**config.mk**
```make
export PLATFORM = sky130hd
export DESIGN_NAME = galois_prng
export DESIGN_NICKNAME = d
export VERILOG_FILES = /design/src/rtl/lfsr_pkg.sv /design/src/rtl/lfsr_op_decode.sv /design/src/rtl/lfsr_seed_guard.sv /design/src/rtl/lfsr_feedback_net.sv /design/src/rtl/galois_prng.sv
export SDC_FILE = /design/constraint.sdc
export NUM_CORES = 1
export LEC_CHECK = 0
export CORE_AREA = 2 2 39 41
export DETAILED_ROUTE_END_ITERATION = 10
export DIE_AREA = 0 0 41 43
export DONT_BUFFER_PORTS = 1
export GPL_ROUTABILITY_DRIVEN = 0
export GPL_TIMING_DRIVEN = 0
export MAX_ROUTING_LAYER = met4
export PLACE_DENSITY = 0.61
export SETUP_SLACK_MARGIN = 0.2
export SLEW_MARGIN = 10
export SYNTH_ARGS = -nofsm -noshare
export SYNTH_HDL_FRONTEND = slang
export SYNTH_SLANG_ARGS = --single-unit
```
**constraint.sdc**
```tcl
create_clock -name clk -period 3.1 [get_ports clk]
set_input_delay 0.155 -clock clk [delete_from_list [all_inputs] [get_ports clk]]
set_output_delay 0.155 -clock clk [all_outputs]
set_load 0.01 [all_outputs]
```
**src/rtl/lfsr_pkg.sv**
```systemverilog
package lfsr_pkg;

    typedef enum logic [1:0] {
        OP_HOLD    = 2'd0,
        OP_ADVANCE = 2'd1,
        OP_SEED    = 2'd2,
        OP_INIT    = 2'd3
    } lfsr_op_e;

endpackage

```
**src/rtl/lfsr_op_decode.sv**
```systemverilog
module lfsr_op_decode
    import lfsr_pkg::*;
(
    input  logic     rst,
    input  logic     load,
    input  logic     step_en,
    output lfsr_op_e op
);

    always_comb begin
        if (rst)
            op = OP_INIT;
        else if (load)
            op = OP_SEED;
        else if (step_en)
            op = OP_ADVANCE;
        else
            op = OP_HOLD;
    end

endmodule

```
**src/rtl/lfsr_seed_guard.sv**
```systemverilog
module lfsr_seed_guard #(
    parameter int WIDTH = 8
) (
    input  logic [WIDTH-1:0] seed,
    output logic [WIDTH-1:0] seed_safe
);

    localparam logic [WIDTH-1:0] ONE = {{(WIDTH-1){1'b0}}, 1'b1};

    always_comb begin
        seed_safe = (seed == '0) ? ONE : seed;
    end

endmodule

```
**src/rtl/lfsr_feedback_net.sv**
```systemverilog
module lfsr_feedback_net #(
    parameter int               WIDTH = 8,
    parameter logic [WIDTH-1:0] TAPS  = 8'h1D
) (
    input  logic [WIDTH-1:0] cur,
    output logic [WIDTH-1:0] nxt
);

    localparam int TOP = WIDTH - 1;

    logic fb;
    assign fb     = cur[TOP];
    assign nxt[0] = fb;

    for (genvar i = 1; i < WIDTH; i++) begin : g_stage
        if (TAPS[i]) begin : g_xor
            assign nxt[i] = cur[i-1] ^ fb;
        end else begin : g_wire
            assign nxt[i] = cur[i-1];
        end
    end

endmodule

```
**src/rtl/galois_prng.sv**
```systemverilog
module galois_prng
    import lfsr_pkg::*;
#(
    parameter int               WIDTH = 8,
    parameter logic [WIDTH-1:0] TAPS  = 8'h1D
) (
    input  logic             clk,
    input  logic             rst,
    input  logic             load,
    input  logic [WIDTH-1:0] seed,
    input  logic             step_en,
    output logic [WIDTH-1:0] state_q
);

    localparam logic [WIDTH-1:0] ONE = {{(WIDTH-1){1'b0}}, 1'b1};

    lfsr_op_e         op;
    logic [WIDTH-1:0] state_r;
    logic [WIDTH-1:0] stepped;
    logic [WIDTH-1:0] seed_safe;

    lfsr_op_decode u_dec (
        .rst     (rst),
        .load    (load),
        .step_en (step_en),
        .op      (op)
    );

    lfsr_seed_guard #(.WIDTH(WIDTH)) u_guard (
        .seed      (seed),
        .seed_safe (seed_safe)
    );

    lfsr_feedback_net #(.WIDTH(WIDTH), .TAPS(TAPS)) u_fb (
        .cur (state_r),
        .nxt (stepped)
    );

    // State register: one operation per clock
    always_ff @(posedge clk) begin
        unique case (op)
            OP_INIT:    state_r <= ONE;
            OP_SEED:    state_r <= seed_safe;
            OP_ADVANCE: state_r <= stepped;
            OP_HOLD:    state_r <= state_r;
        endcase
    end

    // Output process
    always_comb begin
        state_q = state_r;
    end

endmodule

```
# After elaboration in Yosys (flattened, before gate mapping)
# Cells that the tools add are included.
# classes
eq_ne	3
muxes	5
bitwise	3
reduce_logical	2
# ops
cell	n
8-bit one-hot mux with 3 select lines	1
8-bit zero test	1
8-bit two-way mux	1
2-bit equality test, second input constant	2
2-bit two-way mux	2
1-bit bitwise XOR	3
2-bit by 1-bit equality test with 1-bit output, second input constant	1
2-bit zero test	1
1-bit two-way mux	1
# totals
regBits	8
in_bits	12
out_inout_bits	8

# Longest topological paths before layout
# logic_depth
ltp_word	5
mapped_depth	6

# Cells and area by module
# Synthesis repeated with hierarchy kept, for this count alone.
# unflattened
hier_cells	53
hier_area_um2	618.1
# by_module_without_submodules
module	instances	cells_each	area_per_inst_um2	seq_area_each_um2
galois_prng	1	32	485.5	240.2
lfsr_feedback_net	1	8	63.8	0.0
lfsr_seed_guard	1	10	51.3	0.0
lfsr_op_decode	1	3	17.5	0.0

# Worst setup path after synthesis
# No wires, ideal clock.
# synth_timing
path_kind	input-to-reg
from	input rst
to	register state_r[0], in the netlist state_q[0], data pin
setup_ps	266
t_arrival_ps	1098
setup_slack_ps	1737
path_stages	5
n_path_buf	1
path_cell_list	or2_2 > ha_1 > buf_6 > a221oi_1 > o21ai_1
# synth_between
elab_chain_cells	3
elab_cells_between_ends	5
classes_between	3 x eq/ne; 2 x mux
# synth_rtl
element	line_no	rtl
start: declaration	galois_prng.sv:8	input logic rst,
2-bit two-way mux (*)	lfsr_op_decode.sv:11	if (rst)
2-bit by 1-bit equality test with 1-bit output / 2-bit equality test (equally long branches)	galois_prng.sv:41	unique case (op)
8-bit one-hot mux with 3 select lines (*)	galois_prng.sv:41	
end signal: assignment	galois_prng.sv:43	OP_SEED: state_r <= seed_safe;
end signal: assignment	galois_prng.sv:44	OP_ADVANCE: state_r <= stepped;
end signal: assignment	galois_prng.sv:45	OP_HOLD: state_r <= state_r;
end: declaration	galois_prng.sv:18	logic [WIDTH-1:0] state_r;
# Mark *: on every way between the ends. The rest lies on a longest branch, timed or not.
# A chain may end at the register's enable or synchronous reset.

# Worst setup path in the final report
# Ends and elaborated chain as after synthesis.

==> flow_summary.yaml <==
status:
  status: "finished, final reports clean"
setup_path:
  crit_family: "compound AO/OA/AOI/OAI gates"
  start_kind: "input port"
  crit_start: "rst"
  cp.required_ns: 3.09
  path_max_fanout: 9
  worstPathCellList: "or2_2 -> inv_1 -> ha_1 -> a221oi_1 -> o21ai_1"
  crit_type: "input port to register"
  critPathMaxStageDelay_ns: 0.31
  r2r_start: "state_q[7]"
  worstPathArrival_ns: 1.18
  crit_buf_inv: 1
  slowest_stage: "ha_1"
  end_kind: "register"
die:
  core_area_mm2: 0.00138
  start_util_pct: 33.6
  io_pins: 20
  num_rows: 14
  die_x_um: 41
  die_h_um: 43
  die_area_mm2: 0.00176
logic_synthesis:
  synth-compound-area-share_pct: 15.3
  yosys.area_share.simple_pct: 14.5
  synth_seq_cells: 8
  synth_top_family_by_area: "compound AO/OA/AOI/OAI gates"
  synth_cell_type_count: 17
  syn-num-nets: 55
  synth_top_area_share_pct: 51.6
  synth_xor_area_share_pct: 5.65
  ys_warn_count: 0
  yosysTopAreaCell: "edfxtp_1"
  synthMuxAreaShare_pct: 0
  synthAdderAreaFrac_pct: 8.06
  synth_area_um2: 465
  synth_seq_area_share_pct: 51.6
  syn_area_per_cell_um2: 11.6
  syn_inst: 40
  synth_area_leaders: "edfxtp_1 (52%), ha_1 (8.1%), a22oi_1 (6.5%)"
global_route:
  grt_pass1_wl_um: 1440
  antenna_found_initial: 0
  grt_max_degree: 10
  grt_pass1_vias: 320
  grt_overflow: 0
  grt_use_total_pct: 13.2
min_path:
  worstHoldStart: "seed[2]"
  min_path_type: "input port to register"
power:
  switching_share_pct: 25.4
  p_switching_mw: 0.0648
  power.leakage_nw: 0.190
  comb_power_share_pct: 11.9
  power_density_mw_per_mm2: 501
  p_int_mw: 0.190
  pwr-share-clk_pct: 32.2
  pwr-share-seq_pct: 55.9
  peakVddDrop_mv: 0.193
  fin_total_pwr_mw: 0.255
routing:
  wl_met1_um: 423
  wl_met2_um: 397
  top_layer_used: "met4"
  first_pass_iters: 4
  wl_um: 947
  drc: 0
  route.met3.wl_um: 122
  via_per_inst: 5.56
  drt_iter0_markers: 5
  dr_total_vias: 328
  antenna_left: 0
  wl_per_cell_um: 16.1
clock_network:
  clock_sinks: 8
  cts_tree: "built"
  htree_levels: 1
  cts_made_buffers: 3
  cts-root-buf: "clkbuf_4"
  cts_repair_resize_count: 0
  cts_hold_buffers: 0
  cts.clk_slew.worst_paths_ns: 0.06
  postCtsSetupRepairBufs: 0
  cts_buffer_depth: 2
  clk_latency_ns: 0.25
cells_and_area:
  syn_to_final_growth_pct: 9.14
  largest_reg_flops: 8
  final_common_cell: "edfxtp_1"
  mostFrequentLayoutCells: "edfxtp_1 (8), a22oi_1 (4), nor2_1 (4)"
  nets: 60
  fin_util_pct: 36.7
  num-fill-cells: 149
  drive_gt1_share_pct: 11.6
  antenna_cells: 0
timing:
  setup_violations: 0
  max-slew-margin-rel_pct: 77.4
  tightest_slew_ns: 0.338
  fin_crit_ns: 1.19
  rsz0062_at_grt: "false"
  hold_violations: 0
  skew_ns: 0.00192
  fmax_mhz: 841
  drv_slew: 0
  fin_tns_setup_ns: 0
  period_share_pct: 38.4
job:
  maxCapViolCount: 0
placed_design:
  io_buffers: 0
-- power by group through the flow --
stage               sequential, mW  clock (mW)  combinational (mW)
detailed placement           0.145           0              0.0305
global placement             0.144           0              0.0303
finish                       0.142      0.0819              0.0303
global route                 0.144      0.0892              0.0350
CTS                          0.143      0.0846              0.0306
floorplan                    0.142           0              0.0255
-- stage by stage --
stage	area [um2]	std cells	hold slack, ns	worst slack, ns
after global routing	508	59	0.145	1.82
after detailed placement	485	56	0.382	1.64
final	508	59	0.124	1.91
after floorplan	465	40	0.373	1.74
after global placement	485	56	0.384	1.67
after CTS	508	59	0.117	1.92
-- cells in the mapped netlist, drive strengths merged --
cell	count
nor2	4
a21oi	1
or4b	1
nand2b	1
a221oi	1
or4	1
or2	1
ha	3
edfxtp	8
nand3b	3
a22oi	4
o21ai	4
buf	1
xnor2	3
inv	3
a21o	1
-- final timing paths --
kind | end | slack, ns | cells past startpoint
setup / recovery | state_q[0] | 1.91 | 5
hold / removal | state_q[2] | 0.12 | 2
hold reg to reg | state_q[1] | 0.68 | 2
setup reg to reg | state_q[0] | 1.93 | 2
-- worst reg2reg max path: stages, from the launching register on --
cell and delay (ns):
edfxtp_1 0.53, a221oi_1 0.28, o21ai_1 0.11
-- cell families (layout without fill, tap and decap cells) --
family	after synthesis	after routing
AO/OA/AOI/OAI	11	11
adder cells (fa/ha/maj)	3	3
AND/OR/NAND/NOR	11	11
flip-flops	8	8
XOR/XNOR	3	3
buffers and inverters	4	7
-- cell type report --
class	count	area [um2]	area share, %
flip-flops and latches	8	240	47.3
multi-input cells	28	203	39.9
inverters	3	11.3	2.22
well taps	16	20.0	3.94
plain buffers	1	11.3	2.22
clock buffers	3	22.5	4.43
-- metal layers --
metal / GRT usage (%) / up-vias
met4: 8.00 / 0
met5: - / -
met3: 6.81 / 2
met1: 18.0 / 151
met2: 15.0 / 18
li1: - / 157
(Power assumes the default switching activity.)
